### src/rtl/lda_pkg.sv
package lda_pkg;

  localparam logic [1:0] LVL_MAX = 2'd3;

  typedef struct packed {
    logic [2:0] pree;   // bit 2 = max flag
    logic [2:0] swing;  // bit 2 = max flag
  } drive_t;

  function automatic drive_t clamp_drive(input logic [3:0] nib);
    drive_t     r;
    logic [1:0] sw;
    logic [1:0] pe;
    logic [1:0] sw_lim;
    sw     = nib[1:0];
    pe     = nib[3:2];
    sw_lim = LVL_MAX - pe;
    if (pe >= LVL_MAX) begin
      r.pree  = {1'b1, LVL_MAX};
      r.swing = {1'b1, 2'd0};
    end else if (sw >= sw_lim) begin
      r.pree  = {1'b0, pe};
      r.swing = {1'b1, sw_lim};
    end else begin
      r.pree  = {1'b0, pe};
      r.swing = {1'b0, sw};
    end
    return r;
  endfunction

  function automatic logic [2:0] clamp_post(input logic [1:0] req);
    return (req >= LVL_MAX) ? {1'b1, LVL_MAX} : {1'b0, req};
  endfunction

  // pre-emphasis field at bits 5:3, swing field at bits 2:0
  function automatic logic [7:0] ctrl_byte(input drive_t d);
    return {2'b00, d.pree, d.swing};
  endfunction

endpackage

### src/rtl/lda_lane_clamp.sv
module lda_lane_clamp
  import lda_pkg::*;
(
  input  logic       active,
  input  logic [3:0] req_nib,
  input  logic [1:0] pc_req,
  output logic [7:0] ctrl_out,
  output logic [3:0] pc_nib,
  output logic [1:0] tx_sw,
  output logic [1:0] tx_pe,
  output logic [1:0] tx_pc
);

  drive_t     drv;
  logic [2:0] post;

  always_comb begin
    drv  = clamp_drive(req_nib);
    post = clamp_post(pc_req);
    if (active) begin
      ctrl_out = ctrl_byte(drv);
      pc_nib   = {1'b0, post};
      tx_sw    = drv.swing[1:0];
      tx_pe    = drv.pree[1:0];
      tx_pc    = post[1:0];
    end else begin
      ctrl_out = '0;
      pc_nib   = '0;
      tx_sw    = '0;
      tx_pe    = '0;
      tx_pc    = '0;
    end
  end

endmodule

### src/rtl/lda_pc_pack.sv
module lda_pc_pack #(
  parameter int LANES = 4,
  localparam int PC_BYTES = (LANES + 1) / 2
) (
  input  logic [4*LANES-1:0]    nibs,
  output logic [8*PC_BYTES-1:0] packed_out
);

  for (genvar b = 0; b < PC_BYTES; b++) begin : g_byte
    assign packed_out[8*b +: 4] = nibs[4*(2*b) +: 4];
    if (2*b + 1 < LANES) begin : g_hi
      assign packed_out[8*b+4 +: 4] = nibs[4*(2*b+1) +: 4];
    end else begin : g_pad
      assign packed_out[8*b+4 +: 4] = 4'h0;
    end
  end

endmodule

### src/rtl/lda_out_reg.sv
module lda_out_reg #(
  parameter int W = 8
) (
  input  logic         clk,
  input  logic         rst_n,
  input  logic         load,
  input  logic [W-1:0] d,
  output logic [W-1:0] q,
  output logic         done
);

  always_ff @(posedge clk) begin
    if (!rst_n) begin
      q    <= '0;
      done <= 1'b0;
    end else begin
      done <= load;
      if (load) q <= d;
    end
  end

endmodule

### src/rtl/lane_drive_adjust.sv
module lane_drive_adjust #(
  parameter int LANES = 4,
  localparam int ST_BYTES = (LANES + 1) / 2,
  localparam int CNT_W    = $clog2(LANES + 1)
) (
  input  logic                  clk,
  input  logic                  rst_n,
  input  logic                  start,
  input  logic [8*ST_BYTES-1:0] req_status,
  input  logic [2*LANES-1:0]    pc_status,
  input  logic [CNT_W-1:0]      lane_count,
  output logic [8*LANES-1:0]    lane_ctrl,
  output logic [8*ST_BYTES-1:0] pc_ctrl,
  output logic [2*LANES-1:0]    tx_swing,
  output logic [2*LANES-1:0]    tx_pree,
  output logic [2*LANES-1:0]    tx_post,
  output logic                  done
);

  localparam int REG_W = 8*LANES + 8*ST_BYTES + 6*LANES;

  logic [8*LANES-1:0]    ctrl_c;
  logic [4*LANES-1:0]    pc_nib_c;
  logic [8*ST_BYTES-1:0] pc_c;
  logic [2*LANES-1:0]    sw_c, pe_c, po_c;
  logic [LANES-1:0]      lane_active;
  logic [REG_W-1:0]      reg_d, reg_q;

  for (genvar i = 0; i < LANES; i++) begin : g_lane
    assign lane_active[i] = (lane_count > CNT_W'(i));
    lda_lane_clamp u_clamp (
      .active   (lane_active[i]),
      .req_nib  (req_status[8*(i>>1) + 4*(i&1) +: 4]),
      .pc_req   (pc_status[2*i +: 2]),
      .ctrl_out (ctrl_c[8*i +: 8]),
      .pc_nib   (pc_nib_c[4*i +: 4]),
      .tx_sw    (sw_c[2*i +: 2]),
      .tx_pe    (pe_c[2*i +: 2]),
      .tx_pc    (po_c[2*i +: 2])
    );
  end

  lda_pc_pack #(.LANES(LANES)) u_pack (
    .nibs       (pc_nib_c),
    .packed_out (pc_c)
  );

  assign reg_d = {po_c, pe_c, sw_c, pc_c, ctrl_c};

  lda_out_reg #(.W(REG_W)) u_oreg (
    .clk   (clk),
    .rst_n (rst_n),
    .load  (start),
    .d     (reg_d),
    .q     (reg_q),
    .done  (done)
  );

  assign {tx_post, tx_pree, tx_swing, pc_ctrl, lane_ctrl} = reg_q;

endmodule

### config.mk
export PLATFORM = sky130hd
export DESIGN_NAME = lane_drive_adjust
export DESIGN_NICKNAME = d
export VERILOG_FILES = /design/src/rtl/lda_pkg.sv /design/src/rtl/lda_lane_clamp.sv /design/src/rtl/lda_pc_pack.sv /design/src/rtl/lda_out_reg.sv /design/src/rtl/lane_drive_adjust.sv
export SDC_FILE = /design/constraint.sdc
export NUM_CORES = 1
export LEC_CHECK = 0
export BUFFER_PORTS_ARGS = -buffer_cell sky130_fd_sc_hd__buf_2
export CAP_MARGIN = 0
export CORE_ASPECT_RATIO = 2
export CORE_UTILIZATION = 40
export CTS_BUF_LIST = sky130_fd_sc_hd__clkbuf_16
export DETAILED_ROUTE_END_ITERATION = 10
export PLACE_DENSITY_LB_ADDON = 0.12
export SETUP_SLACK_MARGIN = 0.1
export SYNTH_ARGS = -nofsm -noshare
export SYNTH_HDL_FRONTEND = slang
export SYNTH_SLANG_ARGS = --single-unit
### constraint.sdc
create_clock -name clk -period 1.13 [get_ports clk]
set_input_delay 0.0565 -clock clk [delete_from_list [all_inputs] [get_ports clk]]
set_output_delay 0.0565 -clock clk [all_outputs]
set_load 0.005 [all_outputs]
==> impl_metrics.csv <==
group,metric,value,unit
status,status,"finished clean",
timing,setup_viol,0,
detailed_routing,wirelength,3.80,mm
timing,max_freq,1000,MHz
floorplanning,die_h,97.8,um
synthesis,yosys.area_share.adder,8.19,%
floorplanning,boundaryPins,103,
global_routing,grt_pass1_wl,6.54,mm
critical_path,crit_fanout,2,
detailed_routing,drtIter0Drc,11,
synthesis,muxShareOfSynthArea,1.64,%
floorplanning,core,4380,um2
critical_path,start_kind,"input port",
synthesis,syn_inst,200,
timing,fin_tns_setup,0,ns
placement,io_buffers,90,
critical_path,worstSetupEndpointType,"flop",
clock_network,cts_inserted_buffers,5,
floorplanning,start_util,41.9,%
global_routing,grtUsageTotal,17.0,%
synthesis,yosysMostFrequentCell,"dfxtp_1",
synthesis,synth_xor_xnor_area_share,0,%
clock_network,cts_sinks,37,
floorplanning,fp-row-count,34,
synthesis,synth_edf_count,0,
floorplanning,dieArea,4880,um2
timing,fin_skew,0,ns
synthesis,synth_top_area_share,40.4,%
power,p_total,3.15,mW
synthesis,synth_flop_cell,"dfxtp_1",
global_routing,grt_antenna_before_repair,0,
detailed_routing,routed-via-count,1585,
worst_hold_path,min_path_type,"input port to flop",
synthesis,async_flop_share,0,%
timing,period_share,88.3,%
clock_network,clk_latency,0.26,ns
critical_path,ff2ff_setup_slack,0.40,ns
timing,setup_ws,0.132,ns
power,peakVddDrop,0.00101,V
clock_network,path_clk_slew,0.05,ns
clock_network,hold_buffers,0,
timing,drv_slew,0,
synthesis,synth_compound_area_share,18.6,%
clock_network,cts_buffer_depth,2,
cells_and_area,fin_cells,338,
synthesis,synthSimpleGateAreaFrac,11.3,%
timing,whs,0.0130,ns
detailed_routing,drt_first_pass_iters,4,
power,p_per_area,1300,nW/um2
global_routing,grt_pass1_vias,1544,
timing,period_needed,0.998,ns
clock_network,htree_levels,2,
placement,post-dp-hpwl,3.08,mm
synthesis,yosys_register_bits,37,
synthesis,ys_types,31,
synthesis,synth_top_area_cell,"dfxtp_1",
clock_network,cts_tree,"yes",
synthesis,synth_seq_area_share,40.4,%
cells_and_area,diodes,0,
synthesis,syn_area,1830,um2
placement,dp_cells,331,
global_routing,grt_max_degree,26,
clock_network,cts_resized,0,
detailed_routing,viasPerCell,4.69,
placement,globalplace.congestion,0.725,
critical_path,crit_type,"input port to flop",
synthesis,synthTopCellsByArea,"dfxtp_1 40%, buf_4 15%, ha_1 8.2%",
placement,dp_slack,-0.151,ns
timing,timing_hold_violations_final,0,
synthesis,yosys-top-cells-count,"37 x dfxtp_1, 36 x buf_4, 17 x inv_1",
cells_and_area,nets,326,
cells_and_area,drive_gt1_share,44.4,%
clock_network,cts-root-buf,"clkbuf_16",
synthesis,synth_top_family_by_area,"buffers and inverters",
critical_path,crit_required,1.29,ns
power,power_leakage,1.30,nW
detailed_routing,ant_nets,0,
detailed_routing,drc_errors,0,
timing,rsz0062_at_grt,"false",
floorplanning,die_w,49.9,um
clock_network,cts_setup_buffers,0,
job,maxCapViolCount,0,
synthesis,ys_warn_count,0,
synthesis,syn_area_per_cell,9.17,um2
cells_and_area,area_growth,31.8,%
global_routing,overflow,0,
detailed_routing,avgRoutedWirePerCell,11.2,um
critical_path,crit_arrival,1.16,ns
cells in the final DEF, fill, tap and decap left out, drive strengths merged, types with 3 or more instances in the layout:
master and count:
a21oi 13, mux2i 3, a32o 6, dfxtp 37
nand2 16, buf 107, inv 19, ha 12
conb 12, clkbuf 5, nor2b 3, a22o 14
nor2 9, o21ai 6, nand3 6
where the power goes:
group	total (mW)	internal, mW	switching, mW
combinational	0.496	0.252	0.244
clock	1.24	0.787	0.458
sequential	1.41	1.37	0.0382
total	3.15	2.41	0.740
through the flow:
step | utilization, % | cell area, um2
after detailed placement | 52.1 | 2280
after CTS | 55.2 | 2420
final | 55.2 | 2420
after floorplan | - | 1920
after global routing | 55.2 | 2420
after global placement | 52.1 | 2280
final timing paths:
path	startpoint	end	cells after the start
setup reg to reg	u_oreg.q[26]	u_oreg.q[26]	2
hold reg to reg	u_oreg.q[10]	u_oreg.q[10]	2
hold / removal	pc_status[0]	u_oreg.q[64]	2
setup / recovery	req_status[2]	u_oreg.q[48]	7
registers in the layout, indices dropped and copies added (netlist names):
name,cells
u_oreg.q,36
u_oreg.done,1
cell families after synthesis:
group / after synthesis
other cells: 1
compound gates: 47
mux: 3
fa+ha+maj: 12
simple gates: 41
buf+inv: 59
flops: 37
metal layers:
metal	global-route usage [%]	part of all wire, %	wire length, um	vias to the layer above
met5	0	0	0	-
met4	5.27	0.71	27	0
met3	3.74	5.5	210	2
met2	33.0	57	2150	61
met1	16.9	37	1410	722
li1	-	-	-	800
area by class of cell:
cell class                 instances  area (um2)
fill                             453        1960
multi-input combinational        115         806
clock inverter                     2        7.51
clock buffer                       5         125
sequential                        37         741
timing repair buffer             107         591
inverter                          18        80.1
tap                               54        67.6
critical path, stage by stage:
cell     delay [ns]
buf_2          0.17
inv_12         0.04
ha_4           0.22
inv_2          0.04
a21oi_2        0.05
or3_1          0.36
a32o_1         0.22
(Power assumes the default switching activity.)
